[src/rtl/i2cs_pkg.sv]
package i2cs_pkg;

    typedef struct packed {
        logic rise;
        logic fall;
        logic start;
        logic stop;
    } bus_ev_t;

    typedef enum logic [2:0] {
        TXOP_NONE,
        TXOP_RELOAD,
        TXOP_SHIFT,
        TXOP_RELEASE,
        TXOP_NEXT
    } tx_op_t;

    typedef enum logic [1:0] {
        RXOP_NONE,
        RXOP_CLEAR,
        RXOP_SAMPLE,
        RXOP_LATCH
    } rx_op_t;

endpackage

[src/rtl/i2cs_bus_events.sv]
module i2cs_bus_events
    import i2cs_pkg::*;
(
    input  logic    clk,
    input  logic    rst_n,
    input  logic    scl_i,
    input  logic    sda_i,
    output bus_ev_t ev_o
);

    typedef struct packed {
        logic scl;
        logic sda;
    } lvl_t;

    lvl_t lvl_d, lvl_q;

    always_comb begin
        lvl_d     = lvl_q;
        lvl_d.scl = scl_i;
        lvl_d.sda = sda_i;

        ev_o.rise  = !lvl_q.scl &&  scl_i;
        ev_o.fall  =  lvl_q.scl && !scl_i;
        ev_o.start =  lvl_q.scl &&  scl_i &&  lvl_q.sda && !sda_i;
        ev_o.stop  =  lvl_q.scl &&  scl_i && !lvl_q.sda &&  sda_i;
    end

    // Bus idles high, so reset to high to avoid a false edge.
    always_ff @(posedge clk or negedge rst_n) begin
        if (!rst_n) begin
            lvl_q <= '{scl: 1'b1, sda: 1'b1};
        end else begin
            lvl_q <= lvl_d;
        end
    end

endmodule

[src/rtl/i2cs_tx_shift.sv]
module i2cs_tx_shift
    import i2cs_pkg::*;
#(
    parameter int DATA_W = 8
) (
    input  logic              clk,
    input  logic              rst_n,
    input  tx_op_t            op_i,
    input  logic [DATA_W-1:0] fill_i,
    output logic              bit_o
);

    localparam int MSB = DATA_W - 1;

    typedef struct packed {
        logic [DATA_W-1:0] sh;
        logic              out;
    } tx_st_t;

    tx_st_t st_d, st_q;

    always_comb begin
        st_d = st_q;
        unique case (op_i)
            TXOP_RELOAD: begin
                // Refill only; the line keeps its present level.
                st_d.sh = fill_i;
            end
            TXOP_SHIFT: begin
                st_d.out = st_q.sh[MSB];
                st_d.sh  = {st_q.sh[MSB-1:0], 1'b1};
            end
            TXOP_RELEASE: begin
                st_d.out = 1'b1;
            end
            TXOP_NEXT: begin
                st_d.out = fill_i[MSB];
                st_d.sh  = {fill_i[MSB-1:0], 1'b1};
            end
            default: begin
                st_d = st_q;
            end
        endcase
    end

    always_ff @(posedge clk or negedge rst_n) begin
        if (!rst_n) begin
            st_q <= '{sh: '0, out: 1'b1};
        end else begin
            st_q <= st_d;
        end
    end

    assign bit_o = st_q.out;

endmodule

[src/rtl/i2cs_rx_shift.sv]
module i2cs_rx_shift
    import i2cs_pkg::*;
#(
    parameter int DATA_W = 8
) (
    input  logic              clk,
    input  logic              rst_n,
    input  rx_op_t            op_i,
    input  logic              sda_i,
    output logic [DATA_W-1:0] data_o,
    output logic              done_o
);

    typedef struct packed {
        logic [DATA_W-1:0] sh;
        logic [DATA_W-1:0] data;
        logic              done;
    } rx_st_t;

    rx_st_t st_d, st_q;

    always_comb begin
        st_d      = st_q;
        st_d.done = 1'b0;
        unique case (op_i)
            RXOP_CLEAR:  st_d.sh = '0;
            RXOP_SAMPLE: st_d.sh = {st_q.sh[DATA_W-2:0], sda_i};
            RXOP_LATCH: begin
                st_d.data = st_q.sh;
                st_d.done = 1'b1;
            end
            default: st_d.sh = st_q.sh;
        endcase
    end

    always_ff @(posedge clk or negedge rst_n) begin
        if (!rst_n) begin
            st_q <= '{sh: '0, data: '0, done: 1'b0};
        end else begin
            st_q <= st_d;
        end
    end

    assign data_o = st_q.data;
    assign done_o = st_q.done;

endmodule

[src/rtl/i2cs_engine.sv]
module i2cs_engine
    import i2cs_pkg::*;
#(
    parameter int DATA_W = 8
) (
    input  logic              clk,
    input  logic              rst_n,
    input  logic              scl_i,
    input  logic              sda_i,
    input  logic [DATA_W-1:0] tx_data_i,
    input  logic              tx_load_i,
    input  logic              start_init_en_i,
    input  logic              wait_set_i,
    input  logic              wait_clr_i,
    input  logic              sda_dis_i,
    output logic              sda_oe_o,
    output logic              scl_oe_o,
    output logic [DATA_W-1:0] rx_data_o,
    output logic              rx_done_o,
    output logic              tx_empty_o
);

    localparam int              CNT_W     = $clog2(DATA_W + 2);
    localparam logic [CNT_W-1:0] LAST_BIT = CNT_W'(DATA_W);
    localparam logic [CNT_W-1:0] CNT_ONE  = CNT_W'(1);

    typedef struct packed {
        logic              active;
        logic [CNT_W-1:0]  cnt;       // rising edges seen in this frame
        logic              wait_bit;
        logic              scl_hold;
        logic              empty;
        logic [DATA_W-1:0] hold_reg;
    } ctl_t;

    ctl_t    st_d, st_q;
    bus_ev_t ev;
    tx_op_t  tx_op;
    rx_op_t  rx_op;
    logic    tx_bit;
    logic    restart;

    i2cs_bus_events u_events (
        .clk   (clk),
        .rst_n (rst_n),
        .scl_i (scl_i),
        .sda_i (sda_i),
        .ev_o  (ev)
    );

    always_comb begin
        st_d    = st_q;
        tx_op   = TXOP_NONE;
        rx_op   = RXOP_NONE;
        restart = ev.start && start_init_en_i;

        if (restart) begin
            st_d.active   = 1'b1;
            st_d.cnt      = '0;
            st_d.wait_bit = 1'b1;
            tx_op         = TXOP_RELOAD;
            rx_op         = RXOP_CLEAR;
        end else if (st_q.active) begin
            if (ev.stop) begin
                st_d.active = 1'b0;
                st_d.cnt    = '0;
                tx_op       = TXOP_RELEASE;
            end else if (ev.rise) begin
                if (st_q.cnt < LAST_BIT) begin
                    rx_op    = RXOP_SAMPLE;
                    st_d.cnt = st_q.cnt + CNT_ONE;
                end else if (st_q.cnt == LAST_BIT) begin
                    rx_op    = RXOP_LATCH;
                    st_d.cnt = st_q.cnt + CNT_ONE;
                end
            end else if (ev.fall) begin
                if (st_q.cnt < LAST_BIT) begin
                    tx_op = TXOP_SHIFT;
                end else if (st_q.cnt == LAST_BIT) begin
                    tx_op = TXOP_RELEASE;
                end else begin
                    tx_op      = TXOP_NEXT;
                    st_d.cnt   = '0;
                    st_d.empty = 1'b1;
                    if (st_q.wait_bit) begin
                        st_d.scl_hold = 1'b1;
                    end
                end
            end
        end

        if (!restart) begin
            if (wait_set_i) begin
                st_d.wait_bit = 1'b1;
            end
            if (wait_clr_i) begin
                st_d.wait_bit = 1'b0;
                st_d.scl_hold = 1'b0;
            end
        end

        if (tx_load_i) begin
            st_d.hold_reg = tx_data_i;
            st_d.empty    = 1'b0;
        end
    end

    always_ff @(posedge clk or negedge rst_n) begin
        if (!rst_n) begin
            st_q <= '{active: 1'b0, cnt: '0, wait_bit: 1'b0, scl_hold: 1'b0,
                      empty: 1'b1, hold_reg: '0};
        end else begin
            st_q <= st_d;
        end
    end

    i2cs_tx_shift #(.DATA_W(DATA_W)) u_tx (
        .clk    (clk),
        .rst_n  (rst_n),
        .op_i   (tx_op),
        .fill_i (st_q.hold_reg),
        .bit_o  (tx_bit)
    );

    i2cs_rx_shift #(.DATA_W(DATA_W)) u_rx (
        .clk    (clk),
        .rst_n  (rst_n),
        .op_i   (rx_op),
        .sda_i  (sda_i),
        .data_o (rx_data_o),
        .done_o (rx_done_o)
    );

    assign sda_oe_o   = !sda_dis_i && !tx_bit;
    assign scl_oe_o   = st_q.scl_hold;
    assign tx_empty_o = st_q.empty;

endmodule

[config.mk]
export PLATFORM = sky130hd
export DESIGN_NAME = i2cs_engine
export DESIGN_NICKNAME = d
export VERILOG_FILES = /design/src/rtl/i2cs_pkg.sv /design/src/rtl/i2cs_bus_events.sv /design/src/rtl/i2cs_tx_shift.sv /design/src/rtl/i2cs_rx_shift.sv /design/src/rtl/i2cs_engine.sv
export SDC_FILE = /design/constraint.sdc
export NUM_CORES = 1
export LEC_CHECK = 0
export BUFFER_PORTS_ARGS = -buffer_cell sky130_fd_sc_hd__buf_2
export CORE_UTILIZATION = 54
export DETAILED_ROUTE_END_ITERATION = 8
export GPL_TIMING_DRIVEN = 0
export MAX_ROUTING_LAYER = met4
export PLACE_DENSITY_LB_ADDON = 0.08
export SLEW_MARGIN = 20
export SYNTH_ARGS = -nofsm -noshare
export SYNTH_HDL_FRONTEND = slang
export SYNTH_SLANG_ARGS = --single-unit
export TNS_END_PERCENT = 5
[constraint.sdc]
create_clock -name clk -period 4.21 [get_ports clk]
set_input_delay 0.6315 -clock clk [delete_from_list [all_inputs] [get_ports clk]]
set_output_delay 0.6315 -clock clk [all_outputs]
set_load 0.01 [all_outputs]
* Word level (Yosys, flattened, before mapping) *
Cells that the tools add are included.

operators by class
  add/subtract/negate cells = 1
  multipliers = 0
  divide/modulo/power cells = 0
  order comparisons = 1
  equal/unequal tests = 16
  shift-type cells = 0
  multiplexer cells = 40
  bitwise operators = 0
  reductions and logical operators = 24

operators by type and width
  kind                                                  number
  two-way mux 2 bit                                     15
  two-way mux 4 bit                                     7
  one-hot mux 8 bit (3 select lines)                    1
  two-way mux 3 bit                                     7
  one-hot mux 8 bit (2 select lines)                    1
  two-way mux 5 bit                                     2
  != test 2 bit (second input constant)                 5
  logical AND 1 bit                                     9
  two-way mux 9 bit                                     1
  != test 4 bit (second input constant)                 2
  nonzero test 2 bit                                    4
  AND reduction 7 bit                                   1
  equality test 3 x 2 -> 1 bit (second input constant)  2
  zero test 1 bit                                       6
  nonzero test 3 bit                                    2
  two-way mux 1 bit                                     5
  != test 5 x 2 -> 1 bit (second input constant)        1
  AND reduction 5 bit                                   1
  adder 4 x 1 -> 4 bit (second input constant)          1
  equality test 2 bit (second input constant)           2
  equality test 4 bit (second input constant)           1
  less-than comparator 4 bit (second input constant)    1
  nonzero test 4 bit                                    1
  equality test 3 x 1 -> 1 bit (second input constant)  1
  other kinds (3)                                       3

storage, ports and cells
  bits in registers = 44
  bits in latches = 0
  bits in writable memories = 0
  ROM bits = 0
  output and inout port bits = 12
  memories = 0

* Depth between registers and ports, before layout *
Gate-level depths: netlist of the first run.

  word-level depth = 10
  mapped depth = 9
  mapped depth without buffers = 8

* By module *
A second synthesis of the first run with hierarchy kept.

unflattened totals
  cells, all modules = 193
  area total of the unflattened synthesis = 2223.4 µm²

modules (own cells, without submodules)
  module           instances  cells each  area each (µm²)
  i2cs_engine      1          76          802.0
  i2cs_rx_shift    1          64          774.5
  i2cs_tx_shift    1          47          559.3
  i2cs_bus_events  1          6           87.6

* Worst setup path before layout of the first run *
No wires, ideal clock.

  path type = input-to-reg
  from = in start_init_en_i
  to = reg u_rx.st_q, in the netlist u_rx.data_o[0]
  data arrival time = 2.057 ns
  path slack = 2.028 ns
  stages = 8
  path buffers = 2
  cells stage by stage = nor2b_1 > nand4_1 > buf_2 > o21a_1 > inv_1 > ha_1 > clkbuf_1 > mux2_2

between the ends
  cells in the longest elaborated chain, start to end = 3

ends and longest elaborated chain
  element               line                 RTL
  start, declared       i2cs_engine.sv:12    input logic start_init_en_i,
  logical AND 1 bit     i2cs_engine.sv:55    restart = ev.start && start_init_en_i;
  two-way mux 2 bit     i2cs_engine.sv:57    if (restart) begin
  equality test 2 bit   i2cs_rx_shift.sv:25  unique case (op_i)
  end signal, assigned  i2cs_rx_shift.sv:38  st_q <= '{sh: '0, data: '0, done: 1'b0};
  end signal, assigned  i2cs_rx_shift.sv:40  st_q <= st_d;
  end, declared         i2cs_rx_shift.sv:20  rx_st_t st_d, st_q;

Every way passes these cells.
A chain may end at the register's enable or synchronous reset.

* Worst setup path after layout of the first run *
  from = reg u_events.lvl_q[1] (netlist name)
  to = reg u_rx.st_q, in the netlist u_rx.data_o[1]

between the ends
  cells in the longest elaborated chain, start to end = 7
  elaborated cells between the ends (all ways) = 13
  classes of those cells = 1 x eq/ne; 4 x mux; 8 x reduce/logical

ends and longest elaborated chain
  element                                                        line                                                                 RTL
  start, declared                                                i2cs_bus_events.sv:16                                                lvl_t lvl_d, lvl_q;
  start signal, assigned                                         i2cs_bus_events.sv:32                                                lvl_q <= '{scl: 1'b1, sda: 1'b1};
  start signal, assigned                                         i2cs_bus_events.sv:34                                                lvl_q <= lvl_d;
  zero test 1 bit / logical AND 1 bit (equally long branches)    i2cs_bus_events.sv:23, i2cs_bus_events.sv:25, i2cs_bus_events.sv:26
  logical AND 1 bit, on equally long branches                    i2cs_bus_events.sv:23, i2cs_bus_events.sv:26
  two-way mux 2 bit / logical AND 1 bit (equally long branches)  i2cs_engine.sv:68, i2cs_bus_events.sv:26
  two-way mux 2 bit                                              i2cs_engine.sv:64                                                    if (ev.stop) begin
  two-way mux 2 bit                                              i2cs_engine.sv:63                                                    end else if (st_q.active) begin
  two-way mux 2 bit *                                            i2cs_engine.sv:57
  equality test 2 bit *                                          i2cs_rx_shift.sv:25

Every way passes the cells marked *; elsewhere a longest branch is shown, timed or not.

==> results_dict.tcl, run 1 <==
set metrics [dict create \
    finalHoldViolCount 0 \
    htree_levels 2 \
    core_region_area_um2 3416 \
    timing.final.max_slew_violations 0 \
    cts_buffers 5 \
    dieArea_um2 3876 \
    vdd.ir_drop.worst_mv 0.3096 \
    cts.clk_slew.worst_paths_ns 0.12 \
    grt_overflow_total 0 \
    io_pins 29 \
    cts.repair.resized 0 \
    grt_antenna_before_repair 0 \
    tns_ns 0 \
    wl_per_cell_um 13.85 \
    p_per_area_nw_per_um2 440.7 \
    rsz0062_at_grt "false" \
    die_h_um 62.26 \
    cts_hold_buffers 0 \
    cts_tree "yes" \
    netlist_instances 171 \
    critPathMaxFanout 10 \
    syn_nets 192 \
    nFillCells 284 \
    grt_pass1_vias 1427 \
    seq_area_um2 1106 \
    hold_class "input port to register" \
    ys_warn_count 0 \
    finalNetCount 226 \
    setup_violations 0 \
    wirelength_mm 3.489 \
    multi_input_area_um2 737.0 \
    grt_pass1_wl_mm 6.072 \
    synth_cell_type_count 32 \
    avgSynthCellArea_um2 11.47 \
    fmax_mhz 444.1 \
    vias_per_cell 5.476 \
    clock_latency_ns 0.35 \
    seq_area_frac_synth_pct 56.41 \
    setup.worst_path.class "register to register" \
    cellLeakagePower_uw 0.001087 \
    clockRootBuffer "clkbuf_4" \
    synth-async-reset-ratio_pct 100.0 \
    cts_num_sinks 44 \
    drc 0 \
    required_ns 4.45 \
    cap_violations 0 \
    grt_max_degree 45 \
    utilization_pct 65.68 \
    synth_edf_count 0 \
    ant_nets 0 \
    rows 21 \
    maxSlewHeadroom_pct 37.14 \
    syn_area_um2 1961 \
    grt_usage_pct 20.53 \
    synth_ff_type "dfrtp_1" \
    dr.pass1.iters 4 \
    dp_hpwl_mm 2.470 \
    cp_data_arrival_time_ns 2.50 \
    period_needed_ns 2.252 \
    min_period_over_period_pct 53.48 \
    skew_ns 0.008955 \
    status "complete, no violations" \
    synth_seq_cells 44 \
    drive_gt1_share_pct 32.52 \
    vias 1380 \
    die_w_um 62.26 \
    place_congestion 0.7357 \
    antennaDiodeCount 0 \
    start_util_pct 57.40 \
    clockBufferDepth 2 \
    worst_pin_slew_ns 0.9429 \
    drt_iter0_markers 70 \
    cp-end-kind "register" \
    portBuffers 27 \
    cp-start-kind "register" \
    postCtsSetupBuffers 0 \
    area_growth_pct 14.42 \
]
[metrics by stage]
step	setup WS [ns]	total power [µW]	std cells	hold WS, ns	cell area, µm²
3_5_place_dp	1.572	718.8	244	0.4860	2153
6_report	1.958	988.8	252	0.4044	2243
3_3_place_gp	1.608	705.1	244	0.4664	2153
4_1_cts	1.916	1001	252	0.3832	2243
5_1_grt	1.766	1046	252	0.3718	2243
2_1_floorplan	2.028	660.9	171	0.3359	1961
[critical path, stage by stage (launching register included)]
cell,delay (ns)
dfstp_2,0.57
nand4_1,0.22
buf_2,0.27
o21a_1,0.15
inv_1,0.06
ha_1,0.15
clkbuf_1,0.35
mux2_2,0.39
[layout by cell type (no fill, tap or decap), drive strengths merged, types with 2 or more instances in the layout]
cell type  instances
a21oi              5
nand3              2
buf               37
nor3               2
o21ai             19
nand2             21
nand4              2
dfstp              4
a22oi              7
nor2               4
a2bb2oi            7
dfrtp             40
nand3b             2
clkbuf            10
nand2b             2
inv                7
mux2              16
ha                 4
mux2i              3
[final timing paths]
check                                  start                 to  slack, ns  cells after the start
max                        u_events.lvl_q[1]     u_rx.data_o[1]       1.96                      7
min                                    sda_i  u_events.lvl_q[0]       0.40                      1
max reg2reg                u_events.lvl_q[1]     u_rx.data_o[1]       1.96                      7
min reg2reg                       tx_empty_o         tx_empty_o       0.51                      2
max in group asynchronous              rst_n        u_rx.done_o       3.22                      1
min in group asynchronous              rst_n           st_q[10]       0.42                      1
[report_power, final]
part | internal, µW | switching [µW] | total [µW]
Combinational | 80.6 | 85.8 | 166
Clock | 142 | 135 | 277
Sequential | 493 | 52.7 | 546
Total | 716 | 273 | 989
[cell families (layout without fill, tap and decap cells)]
group                    count (synthesis)  after routing  share of synthesized area, %
AO/OA/AOI/OAI                           44             44                         14.23
flip-flops                              44             44                         56.41
AND/OR/NAND/NOR                         39             39                         10.08
buffers and inverters                   21             56                         5.999
multiplexers                            19             19                         10.72
adder cells (fa/ha/maj)                  4              4                         2.553
[metal layers]
metal  vias up  share of wire (%)  global-route usage (%)
li1        665                  -                       -
met1       667                 43                   23.83
met2        39                 51                   34.07
met4         0                2.0                   9.593
met5         -                  0                       -
met3         9                4.1                   4.412
[synthesized netlist by cell type, types with 2 or more instances]
cell / n / share of area [%]
dfrtp_1: 40 / 51
nand2_1: 21 / 4.0
o21ai_0: 19 / 4.8
mux2_2: 16 / 9.2
buf_4: 8 / 3.1
a22oi_1: 7 / 2.7
a2bb2oi_1: 7 / 3.1
inv_1: 7 / 1.3
a21oi_1: 5 / 1.3
clkbuf_1: 4 / 0.77
dfstp_2: 4 / 5.4
ha_1: 4 / 2.6
nor2_1: 4 / 0.77
mux2i_1: 3 / 1.5
nand2b_1: 2 / 0.64
nand3_1: 2 / 0.51
nand3b_1: 2 / 0.77
nand4_1: 2 / 0.64
[cell type report]
class	instances	share of cell area, %
inverter	7	1.171
buffer	14	4.071
timing repair buffer	27	6.023
sequential	44	49.30
clock buffer	6	2.287
clock inverter	2	1.729
multi-input combinational	106	32.85
tap	46	2.566
[registers in the layout, indices dropped and copies added, names as in the netlist]
signal,flops
u_rx.st_q,8
scl_oe_o,1
tx_empty_o,1
u_events.lvl_q,2
u_rx.data_o,8
st_q,14
u_tx.bit_o,1
u_rx.done_o,1
u_tx.st_q,8
Note: power is estimated with default switching activity, not from simulation.
==> inputs of run 2 (changes only) <==
clock period = 2.25 ns   (was 4.21 ns; I/O delays follow)
==> run 2 against run 1 <==
Against the previous run: final cell count is 0.40% lower; combinational power is 87% higher; maximum frequency is 8.1% higher.
==> results_dict.tcl, run 2 (synthesis gave the netlist of run 1 again) <==
set metrics [dict create \
    maxSlewHeadroom_pct 37.25 \
    critPathMaxFanout 10 \
    vias 1373 \
    vias_per_cell 5.470 \
    cp-start-kind "register" \
    dp_hpwl_mm 2.470 \
    finalHoldViolCount 0 \
    drt_iter0_markers 53 \
    cts_tree "yes" \
    skew_ns 0.009484 \
    slowest_stage "dfstp_2" \
    core_region_area_um2 3416 \
    wl_per_cell_um 13.86 \
    clock_latency_ns 0.35 \
    ant_nets 0 \
    dieArea_um2 3876 \
    clockBufferDepth 2 \
    drive_gt1_share_pct 33.66 \
    wirelength_mm 3.478 \
    grt_usage_pct 20.53 \
    reg2regPathDepth 7 \
    clockRootBuffer "clkbuf_4" \
    finalNetCount 225 \
    grt_pass1_vias 1430 \
    cp-end-kind "register" \
    portBuffers 27 \
    cts.clk_slew.worst_paths_ns 0.12 \
    setup_violations 0 \
    postCtsSetupBuffers 0 \
    path_cells "nand4_1, buf_2, o21a_1, ha_1, clkbuf_2, nand2_1, o21ai_0" \
    start_util_pct 57.40 \
    cts_buffers 5 \
    p_per_area_nw_per_um2 824.8 \
    worst_slack_ns 0.1668 \
    cp_data_arrival_time_ns 2.31 \
    cellLeakagePower_uw 0.001086 \
    vdd.ir_drop.worst_mv 0.5791 \
    grt_pass1_wl_mm 6.072 \
    required_ns 2.48 \
    whs_path_depth 1 \
    drc 0 \
    die_h_um 62.26 \
    htree_levels 2 \
    cap_violations 0 \
    io_pins 29 \
    fmax_mhz 480.0 \
    worst_pin_slew_ns 0.9412 \
    rows 21 \
    period_needed_ns 2.083 \
    grt_max_degree 45 \
    area_growth_pct 14.42 \
    layout_commonest_cell "dfrtp_1" \
    grt_overflow_total 0 \
    min_period_over_period_pct 92.59 \
    antennaDiodeCount 0 \
    cp_slowest_stage_delay_ns 0.57 \
    cts_num_sinks 44 \
    utilization_pct 65.68 \
    place_ws_ns -0.09403 \
    r2r_slack_ns 0.17 \
    largest_reg_flops 14 \
    die_w_um 62.26 \
    hold_class "input port to register" \
    rsz0062_at_grt "false" \
    place_congestion 0.7357 \
    setup.worst_path.class "register to register" \
    regMostFlops "st_q" \
    status "complete, no violations" \
    final_cell_mix "40 x dfrtp_1, 28 x buf_2, 21 x nand2_1, 19 x o21ai_0, 16 x mux2_2" \
    whs_ns 0.1150 \
    dr.pass1.iters 4 \
    grt_antenna_before_repair 0 \
    timing.final.max_slew_violations 0 \
]
[run 2: metrics by stage]
| stage | instances | area, µm² | setup TNS [ns] | total power (µW) |
|---|---|---|---|---|
| 5_1_grt | 251 | 2243 | 0 | 1958 |
| 6_report | 251 | 2243 | 0 | 1850 |
| 3_5_place_dp | 244 | 2153 | -0.7780 | 1345 |
| 3_3_place_gp | 244 | 2153 | -0.4515 | 1319 |
| 2_1_floorplan | 171 | 1961 | 0 | 1237 |
| 4_1_cts | 251 | 2240 | 0 | 1873 |
[run 2: worst max-delay path: cells and delay by family (launching register included)]
family          cells  cell delay [ns]
flops               1             0.57
buf+inv             2             0.48
fa+ha+maj           1             0.37
simple gates        2             0.32
compound gates      2             0.23
[run 2: cell type report]
cell class,instances,area (µm²)
clock inverter,2,38.79
fill,285,1172
multi-input combinational,106,739.5
tap,46,57.56
sequential,44,1106
timing repair buffer,27,135.1
buffer,13,88.84
inverter,7,26.28
clock buffer,6,51.30
[run 2: final timing paths]
check,endpoint,start
worst max-delay path,u_rx.st_q[11],u_events.lvl_q[1]
worst min-delay path,u_events.lvl_q[0],sda_i
worst max register to register,u_rx.st_q[11],u_events.lvl_q[1]
worst min register to register,tx_empty_o,tx_empty_o
max in group asynchronous,u_rx.done_o,rst_n
min in group asynchronous,st_q[10],rst_n
[run 2: power breakdown]
| group | internal [µW] | switching, µW |
|---|---|---|
| sequential | 922 | 100 |
| combinational | 151 | 160 |
| clock | 266 | 250 |
| total | 1340 | 510 |
[run 2: layer usage]
layer  global-route usage (%)  up-vias  part of all wire [%]
met1                    23.83      670                    44
li1                         -      660                     -
met3                    4.412        8                   3.9
met5                        -        -                     0
met4                    9.593        0                   1.8
met2                    34.07       35                    50
[run 2: what timing repair did]
| action | CTS | global route |
|---|---|---|
| gates resized for setup | 0 | 3 |
| setup endpoints to repair | 8 | 16 |
| hold buffers | 0 | 0 |
| gates cloned | 0 | 0 |
| endpoints found under the hold margin | 0 | 0 |
